File: config.mk
export PLATFORM = sky130hd
export DESIGN_NAME = barrel_core
export DESIGN_NICKNAME = d
export VERILOG_FILES = /design/src/rtl/barrel_pkg.sv /design/src/rtl/barrel_rotor.sv /design/src/rtl/barrel_ctx.sv /design/src/rtl/barrel_exec.sv /design/src/rtl/barrel_core.sv
export SDC_FILE = /design/constraint.sdc
export NUM_CORES = 1
export LEC_CHECK = 0
export BUFFER_PORTS_ARGS = -buffer_cell sky130_fd_sc_hd__buf_4
export CAP_MARGIN = 10
export CORE_ASPECT_RATIO = 0.75
export CORE_MARGIN = 8
export CORE_UTILIZATION = 57
export CTS_BUF_LIST = sky130_fd_sc_hd__clkbuf_4 sky130_fd_sc_hd__clkbuf_8
export CTS_CLUSTER_SIZE = 20
export DETAILED_ROUTE_END_ITERATION = 7
export GPL_TIMING_DRIVEN = 0
export HOLD_SLACK_MARGIN = 0.1
export PLACE_DENSITY = 0.82
export SYNTH_ARGS = -nofsm -noshare
export SYNTH_HDL_FRONTEND = slang
export SYNTH_SLANG_ARGS = --single-unit
File: constraint.sdc
create_clock -name clk -period 3.3 [get_ports clk]
set_clock_uncertainty 0.2 [all_clocks]
set_input_delay 0.33 -clock clk [delete_from_list [all_inputs] [get_ports clk]]
set_output_delay 0.33 -clock clk [all_outputs]
set_load 0.05 [all_outputs]
File: src/rtl/barrel_pkg.sv
package barrel_pkg;

  localparam int unsigned DATA_W  = 8;
  localparam int unsigned ADDR_W  = 8;
  localparam int unsigned OP_W    = 4;
  localparam int unsigned INSTR_W = OP_W + DATA_W;

  typedef enum logic [OP_W-1:0] {
    OP_NOP  = 4'h0,
    OP_LDI  = 4'h1,
    OP_ADC  = 4'h2,
    OP_LDP  = 4'h3,
    OP_LD   = 4'h4,
    OP_ST   = 4'h5,
    OP_PUSH = 4'h6,
    OP_POP  = 4'h7,
    OP_BC   = 4'h8,
    OP_JMP  = 4'h9
  } opcode_e;

  // Architectural state held once per thread
  typedef struct packed {
    logic [ADDR_W-1:0] pc;
    logic [DATA_W-1:0] acc;
    logic [ADDR_W-1:0] ptr;
    logic [ADDR_W-1:0] sp;
    logic              carry;
  } ctx_t;

  // Sum with carry-out in the top bit
  function automatic logic [DATA_W:0] add_carry(input logic [DATA_W-1:0] a,
                                                input logic [DATA_W-1:0] b,
                                                input logic              cin);
    return {1'b0, a} + {1'b0, b} + {{DATA_W{1'b0}}, cin};
  endfunction

  // Program counter after a branch decision
  function automatic logic [ADDR_W-1:0] pick_pc(input logic [ADDR_W-1:0] pc,
                                               input logic [ADDR_W-1:0] target,
                                               input logic              take);
    return take ? target : pc + 1'b1;
  endfunction

endpackage

File: src/rtl/barrel_rotor.sv
module barrel_rotor #(
  parameter int unsigned N     = 4,
  parameter int unsigned TID_W = $clog2(N)
) (
  input  logic             clk,
  input  logic             rst_n,
  output logic [TID_W-1:0] slot
);
  localparam logic [TID_W-1:0] LAST = TID_W'(N - 1);

  always_ff @(posedge clk or negedge rst_n) begin
    if (!rst_n)            slot <= '0;
    else if (slot == LAST) slot <= '0;
    else                   slot <= slot + 1'b1;
  end
endmodule

File: src/rtl/barrel_ctx.sv
module barrel_ctx
  import barrel_pkg::*;
#(
  parameter int unsigned N     = 4,
  parameter int unsigned TID_W = $clog2(N)
) (
  input  logic             clk,
  input  logic             rst_n,
  input  logic             we,
  input  logic [TID_W-1:0] wid,
  input  ctx_t             wdata,
  output ctx_t             state [N]
);
  localparam int unsigned REGION = (1 << ADDR_W) / N;

  for (genvar k = 0; k < N; k++) begin : g_thread
    always_ff @(posedge clk or negedge rst_n) begin
      if (!rst_n) begin
        state[k] <= '{pc:    ADDR_W'(k * REGION),
                      acc:   '0,
                      ptr:   '0,
                      sp:    ADDR_W'((k + 1) * REGION - 1),
                      carry: 1'b0};
      end else if (we && wid == TID_W'(k)) begin
        state[k] <= wdata;
      end
    end
  end
endmodule

File: src/rtl/barrel_exec.sv
module barrel_exec
  import barrel_pkg::*;
(
  input  logic [INSTR_W-1:0] instr,
  input  ctx_t               cur,
  output ctx_t               nxt,
  output logic [ADDR_W-1:0]  mem_addr,
  output logic               mem_rd,
  output logic               mem_wr,
  output logic [DATA_W-1:0]  mem_wdata,
  output logic               load_acc
);
  opcode_e           op;
  logic [DATA_W-1:0] imm;
  logic [DATA_W:0]   sum;

  assign op  = opcode_e'(instr[INSTR_W-1 -: OP_W]);
  assign imm = instr[DATA_W-1:0];
  assign sum = add_carry(cur.acc, imm, cur.carry);

  always_comb begin
    nxt       = cur;
    nxt.pc    = pick_pc(cur.pc, imm, 1'b0);
    mem_addr  = '0;
    mem_rd    = 1'b0;
    mem_wr    = 1'b0;
    mem_wdata = cur.acc;
    load_acc  = 1'b0;
    case (op)
      OP_LDI: nxt.acc = imm;
      OP_ADC: {nxt.carry, nxt.acc} = sum;
      OP_LDP: nxt.ptr = imm;
      OP_LD: begin
        mem_addr = cur.ptr;
        mem_rd   = 1'b1;
        load_acc = 1'b1;
      end
      OP_ST: begin
        mem_addr = cur.ptr;
        mem_wr   = 1'b1;
      end
      OP_PUSH: begin
        mem_addr = cur.sp;
        mem_wr   = 1'b1;
        nxt.sp   = cur.sp - 1'b1;
      end
      OP_POP: begin
        mem_addr = cur.sp + 1'b1;
        mem_rd   = 1'b1;
        load_acc = 1'b1;
        nxt.sp   = cur.sp + 1'b1;
      end
      OP_BC:   nxt.pc = pick_pc(cur.pc, imm, cur.carry);
      OP_JMP:  nxt.pc = pick_pc(cur.pc, imm, 1'b1);
      default: ;
    endcase
  end
endmodule

File: src/rtl/barrel_core.sv
module barrel_core
  import barrel_pkg::*;
#(
  parameter  int unsigned NTHREADS = 4,
  localparam int unsigned TID_W    = $clog2(NTHREADS)
) (
  input  logic                         clk,
  input  logic                         rst_n,
  input  logic [NTHREADS-1:0]          thread_en,
  output logic                         imem_en,
  output logic [ADDR_W-1:0]            imem_addr,
  input  logic [INSTR_W-1:0]           imem_rdata,
  output logic [ADDR_W-1:0]            dmem_addr,
  output logic                         dmem_we,
  output logic                         dmem_re,
  output logic [DATA_W-1:0]            dmem_wdata,
  input  logic [DATA_W-1:0]            dmem_rdata,
  output logic                         issue_valid,
  output logic [TID_W-1:0]             issue_thread,
  output logic                         retire_valid,
  output logic [TID_W-1:0]             retire_thread,
  output logic [NTHREADS*ADDR_W-1:0]   dbg_pc,
  output logic [NTHREADS*DATA_W-1:0]   dbg_acc,
  output logic [NTHREADS*ADDR_W-1:0]   dbg_ptr,
  output logic [NTHREADS*ADDR_W-1:0]   dbg_sp,
  output logic [NTHREADS-1:0]          dbg_carry
);
  ctx_t               ctx_q [NTHREADS];
  logic [TID_W-1:0]   slot;

  // decode/context-read stage
  logic               d_valid;
  logic [TID_W-1:0]   d_tid;
  // execute stage
  logic               e_valid;
  logic [TID_W-1:0]   e_tid;
  logic [INSTR_W-1:0] e_instr;
  ctx_t               e_ctx;
  // writeback stage
  logic               w_valid;
  logic [TID_W-1:0]   w_tid;
  ctx_t               w_ctx;
  logic               w_load;

  ctx_t               x_nxt;
  logic [ADDR_W-1:0]  x_addr;
  logic               x_rd;
  logic               x_wr;
  logic [DATA_W-1:0]  x_wdata;
  logic               x_load;
  ctx_t               wb_ctx;

  barrel_rotor #(.N(NTHREADS), .TID_W(TID_W)) u_rotor (
    .clk   (clk),
    .rst_n (rst_n),
    .slot  (slot)
  );

  // Fetch: the slot owner reads its PC; a disabled owner leaves a bubble
  assign issue_thread = slot;
  assign issue_valid  = thread_en[slot];
  assign imem_en      = issue_valid;
  assign imem_addr    = ctx_q[slot].pc;

  always_ff @(posedge clk or negedge rst_n) begin
    if (!rst_n) begin
      d_valid <= 1'b0;
      d_tid   <= '0;
      e_valid <= 1'b0;
      e_tid   <= '0;
      e_instr <= '0;
      e_ctx   <= '0;
      w_valid <= 1'b0;
      w_tid   <= '0;
      w_ctx   <= '0;
      w_load  <= 1'b0;
    end else begin
      d_valid <= issue_valid;
      d_tid   <= slot;
      e_valid <= d_valid;
      e_tid   <= d_tid;
      e_instr <= imem_rdata;
      e_ctx   <= ctx_q[d_tid];
      w_valid <= e_valid;
      w_tid   <= e_tid;
      w_ctx   <= x_nxt;
      w_load  <= e_valid & x_load;
    end
  end

  barrel_exec u_exec (
    .instr     (e_instr),
    .cur       (e_ctx),
    .nxt       (x_nxt),
    .mem_addr  (x_addr),
    .mem_rd    (x_rd),
    .mem_wr    (x_wr),
    .mem_wdata (x_wdata),
    .load_acc  (x_load)
  );

  assign dmem_addr  = x_addr;
  assign dmem_we    = e_valid & x_wr;
  assign dmem_re    = e_valid & x_rd;
  assign dmem_wdata = x_wdata;

  // Writeback: merge load data into the context computed in execute
  always_comb begin
    wb_ctx = w_ctx;
    if (w_load) wb_ctx.acc = dmem_rdata;
  end

  assign retire_valid  = w_valid;
  assign retire_thread = w_tid;

  barrel_ctx #(.N(NTHREADS), .TID_W(TID_W)) u_ctx (
    .clk   (clk),
    .rst_n (rst_n),
    .we    (w_valid),
    .wid   (w_tid),
    .wdata (wb_ctx),
    .state (ctx_q)
  );

  for (genvar k = 0; k < NTHREADS; k++) begin : g_dbg
    assign dbg_pc [k*ADDR_W +: ADDR_W] = ctx_q[k].pc;
    assign dbg_acc[k*DATA_W +: DATA_W] = ctx_q[k].acc;
    assign dbg_ptr[k*ADDR_W +: ADDR_W] = ctx_q[k].ptr;
    assign dbg_sp [k*ADDR_W +: ADDR_W] = ctx_q[k].sp;
    assign dbg_carry[k]                = ctx_q[k].carry;
  end
endmodule

==> results.tsv <==
stage	metric	value	unit
logic_synthesis	synth_edf_count	0	
drt	viasPerCell	5.82	
finish	final_area	12400	sq um
logic_synthesis	netlist_instances	692	
logic_synthesis	syn_area	9760	sq um
clock_network	clk_pin_slew_worst_paths	0.07	ns
timing	finalSetupViolations	0	
worst_setup_path	critical_path.slowest_cell	dfrtp_1	
place	place_area	11500	sq um
finish	mostFrequentLayoutCell	buf_4	
clock_network	htreeDepth	2	
logic_synthesis	async_flop_share	100	%
worst_setup_path	critPathMaxStageDelay	0.49	ns
drt	vias	6853	
worst_setup_path	cp.arrival	2.35	ns
timing	rsz0062_at_grt	no	
pwr	p_leak	0.00575	uW
grt	antenna_found_initial	0	
finish	fillCellCount	1108	
clock_network	cts-root-buf	clkbuf_8	
finish	nNetsFinal	981	
outcome	status	finished, final reports clean	
grt	grt_max_degree	113	
pwr	power	10300	uW
logic_synthesis	yosysTopAreaCellShare	48.7	%
logic_synthesis	syn_nets	731	
logic_synthesis	synth-seq-area-share	57.3	%
timing	final_max_slew_viol_count	0	
logic_synthesis	yosys_warnings	0	
drt	drt_iter0_drc	553	
finish	final_layout_size_suffix_gt1_share	49.5	%
drt	wl_per_cell	22.1	um
timing	fmax	0.347	GHz
timing	hold_ws	0.144	ns
worst_setup_path	crit_required	2.77	ns
floorplan	rows	41	
logic_synthesis	ys_top_cells_by_area	dfrtp_1 49%, mux2_2 13%, mux4_2 9.7%	
floorplan	fp.dieW	167	um
hold_path	min_path_type	flip-flop to flip-flop	
logic_synthesis	synth.distinct_cells	60	
logic_synthesis	avgSynthCellArea	14.1	sq um
place	port_buffers	190	
drt	ant_nets	0	
worst_setup_path	startpoint_type	flip-flop	
logic_synthesis	synth_seq_cells	222	
timing	hold_viol_final	0	
logic_synthesis	yosysTopAreaCell	dfrtp_1	
worst_setup_path	path_max_fanout	8	
place	place_congestion	0.916	
drt	drt_pre_antenna_iters	5	
worst_setup_path	reg2reg_setup_slack	0.58	ns
worst_setup_path	critPathKind	flip-flop to output pin	
grt	grt_pass1_wl	40800	um
grt	grt-ovfl-total	0	
run	maxCapViolCount	0	
pwr	irDropWorstVdd	672	uV
finish	fin_util	73.8	%
timing	relSlewSlack	39.9	%
floorplan	fp.coreArea	16800	sq um
floorplan	die_h	129	um
worst_setup_path	end_kind	output pin	
clock_network	cts_made_buffers	34	
finish	n_antenna_cell	0	
floorplan	dieArea	21600	sq um
floorplan	initial_core_util	58.2	%
worst_setup_path	path_cells	ha_1 > and4_1 > and3_1 > xnor2_1 > a211oi_1 > buf_4	
drt	drc	0	
pwr	p_per_area	831	nW/um^2
grt	grt_pass1_vias	7237	
timing	period_share	87.4	%
logic_synthesis	synth_ff_type	dfrtp_1	
grt	track_usage	24.1	%
floorplan	ioPinCount	191	
clock_network	cts_setup_buffers	0	
clock_network	clock_sinks	222	
finish	final_cell_mix	199 x buf_4, 190 x dfrtp_1, 109 x mux2_2	
drt	drt_wl_total	26100	um
clock_network	cts_buffer_depth	3	
finish	area_growth	26.8	%
timing	final.setup.tns	0	ns
clock_network	cts_tree	yes	
clock_network	clk_latency	0.51	ns
timing	period_needed	2.88	ns
place	hpwl	18600	um
timing	tightest_slew	0.901	ns
cell type report:
| class | count | area (sq um) | area share (%) |
|---|---|---|---|
| sequential | 222 | 5600 | 45.2 |
| multi-input combinational | 417 | 3890 | 31.4 |
| timing repair buffer | 214 | 1690 | 13.7 |
| clock buffer | 53 | 642 | 5.18 |
| tap | 215 | 269 | 2.17 |
| buffer | 49 | 263 | 2.12 |
| clock inverter | 3 | 17.5 | 0.141 |
| inverter | 4 | 15.0 | 0.121 |
cells by family (layout without fill, tap and decap cells):
kind of cell	after synthesis	in the layout	share of synthesized area [%]
simple gates	124	124	6.65
compound gates	94	94	5.84
buf+inv	53	323	2.85
mux	160	160	23.2
xor+xnor	26	26	2.33
fa+ha+maj	13	13	1.82
flops	222	222	57.3
worst paths after layout:
path                             from               end  cells past startpoint
hold / removal               e_tid[1]  retire_thread[1]                      0
setup / recovery             e_ctx[1]      dmem_addr[6]                      6
max in group asynchronous       rst_n    u_ctx.state[4]                      3
hold reg to reg              e_tid[1]  retire_thread[1]                      0
setup reg to reg           e_instr[0]         w_ctx[23]                      6
min in group asynchronous       rst_n   u_ctx.state[58]                      2
power by group:
group / total [uW] / internal [uW] / leakage (uW) / switching, uW
sequential: 4130 / 3470 / 0.00275 / 661
clock: 2230 / 1230 / 0.000353 / 1000
combinational: 3930 / 1410 / 0.00265 / 2520
total: 10300 / 6110 / 0.00575 / 4180
per-layer routing:
layer  part of all wire, %  track usage (%)  up-vias
met2                    45             36.8      284
met1                    45             34.2     3520
li1                      -                -     3010
met5                     0                0        -
met4                   1.4             5.55        0
met3                   8.3             6.72       39
what timing repair did:
action | 4_1_cts | 5_1_grt
endpoints found under the hold margin | 140 | 0
resized for setup | 0 | 0
hold buffers | 23 | 0
flip-flops by register name, summed over array words and instances (netlist names):
name           count
d_valid            1
w_load             1
retire_thread      2
e_tid              2
d_tid              2
w_ctx             33
e_instr           12
e_valid            1
e_ctx             33
u_ctx.state      132
retire_valid       1
u_rotor.slot       2
cells in the mapped netlist, types with 3 or more instances:
library cell,number
dfrtp_1,190
dfstp_2,32
a21oi_1,19
mux2_2,109
buf_4,10
xnor2_1,15
mux4_2,42
a21o_1,4
nand2b_1,7
xor2_1,11
ha_1,11
and3_1,5
mux2i_1,9
nand2_1,39
nand3b_1,4
inv_1,4
nand3_1,11
a211oi_1,7
nor3_1,6
o221ai_1,4
o21ai_0,42
nor2b_1,3
clkbuf_1,10
buf_2,25
o311ai_0,3
nor2_1,29
per-stage QoR:
step                      setup WS (ns)  std cells
after floorplan                   0.393        692
after global placement            0.174       1097
after detailed placement          0.663       1098
after CTS                         0.429       1177
after global routing              0.300       1177
final                             0.416       1177
critical path, delay by kind of cell (launching register included):
family / cells / cell delay [ns]
compound gates: 1 / 0.29
xor+xnor: 1 / 0.15
flops: 1 / 0.49
fa+ha+maj: 1 / 0.26
buf+inv: 1 / 0.25
simple gates: 2 / 0.41
No activity file was read; power rests on OpenSTA's default activity.
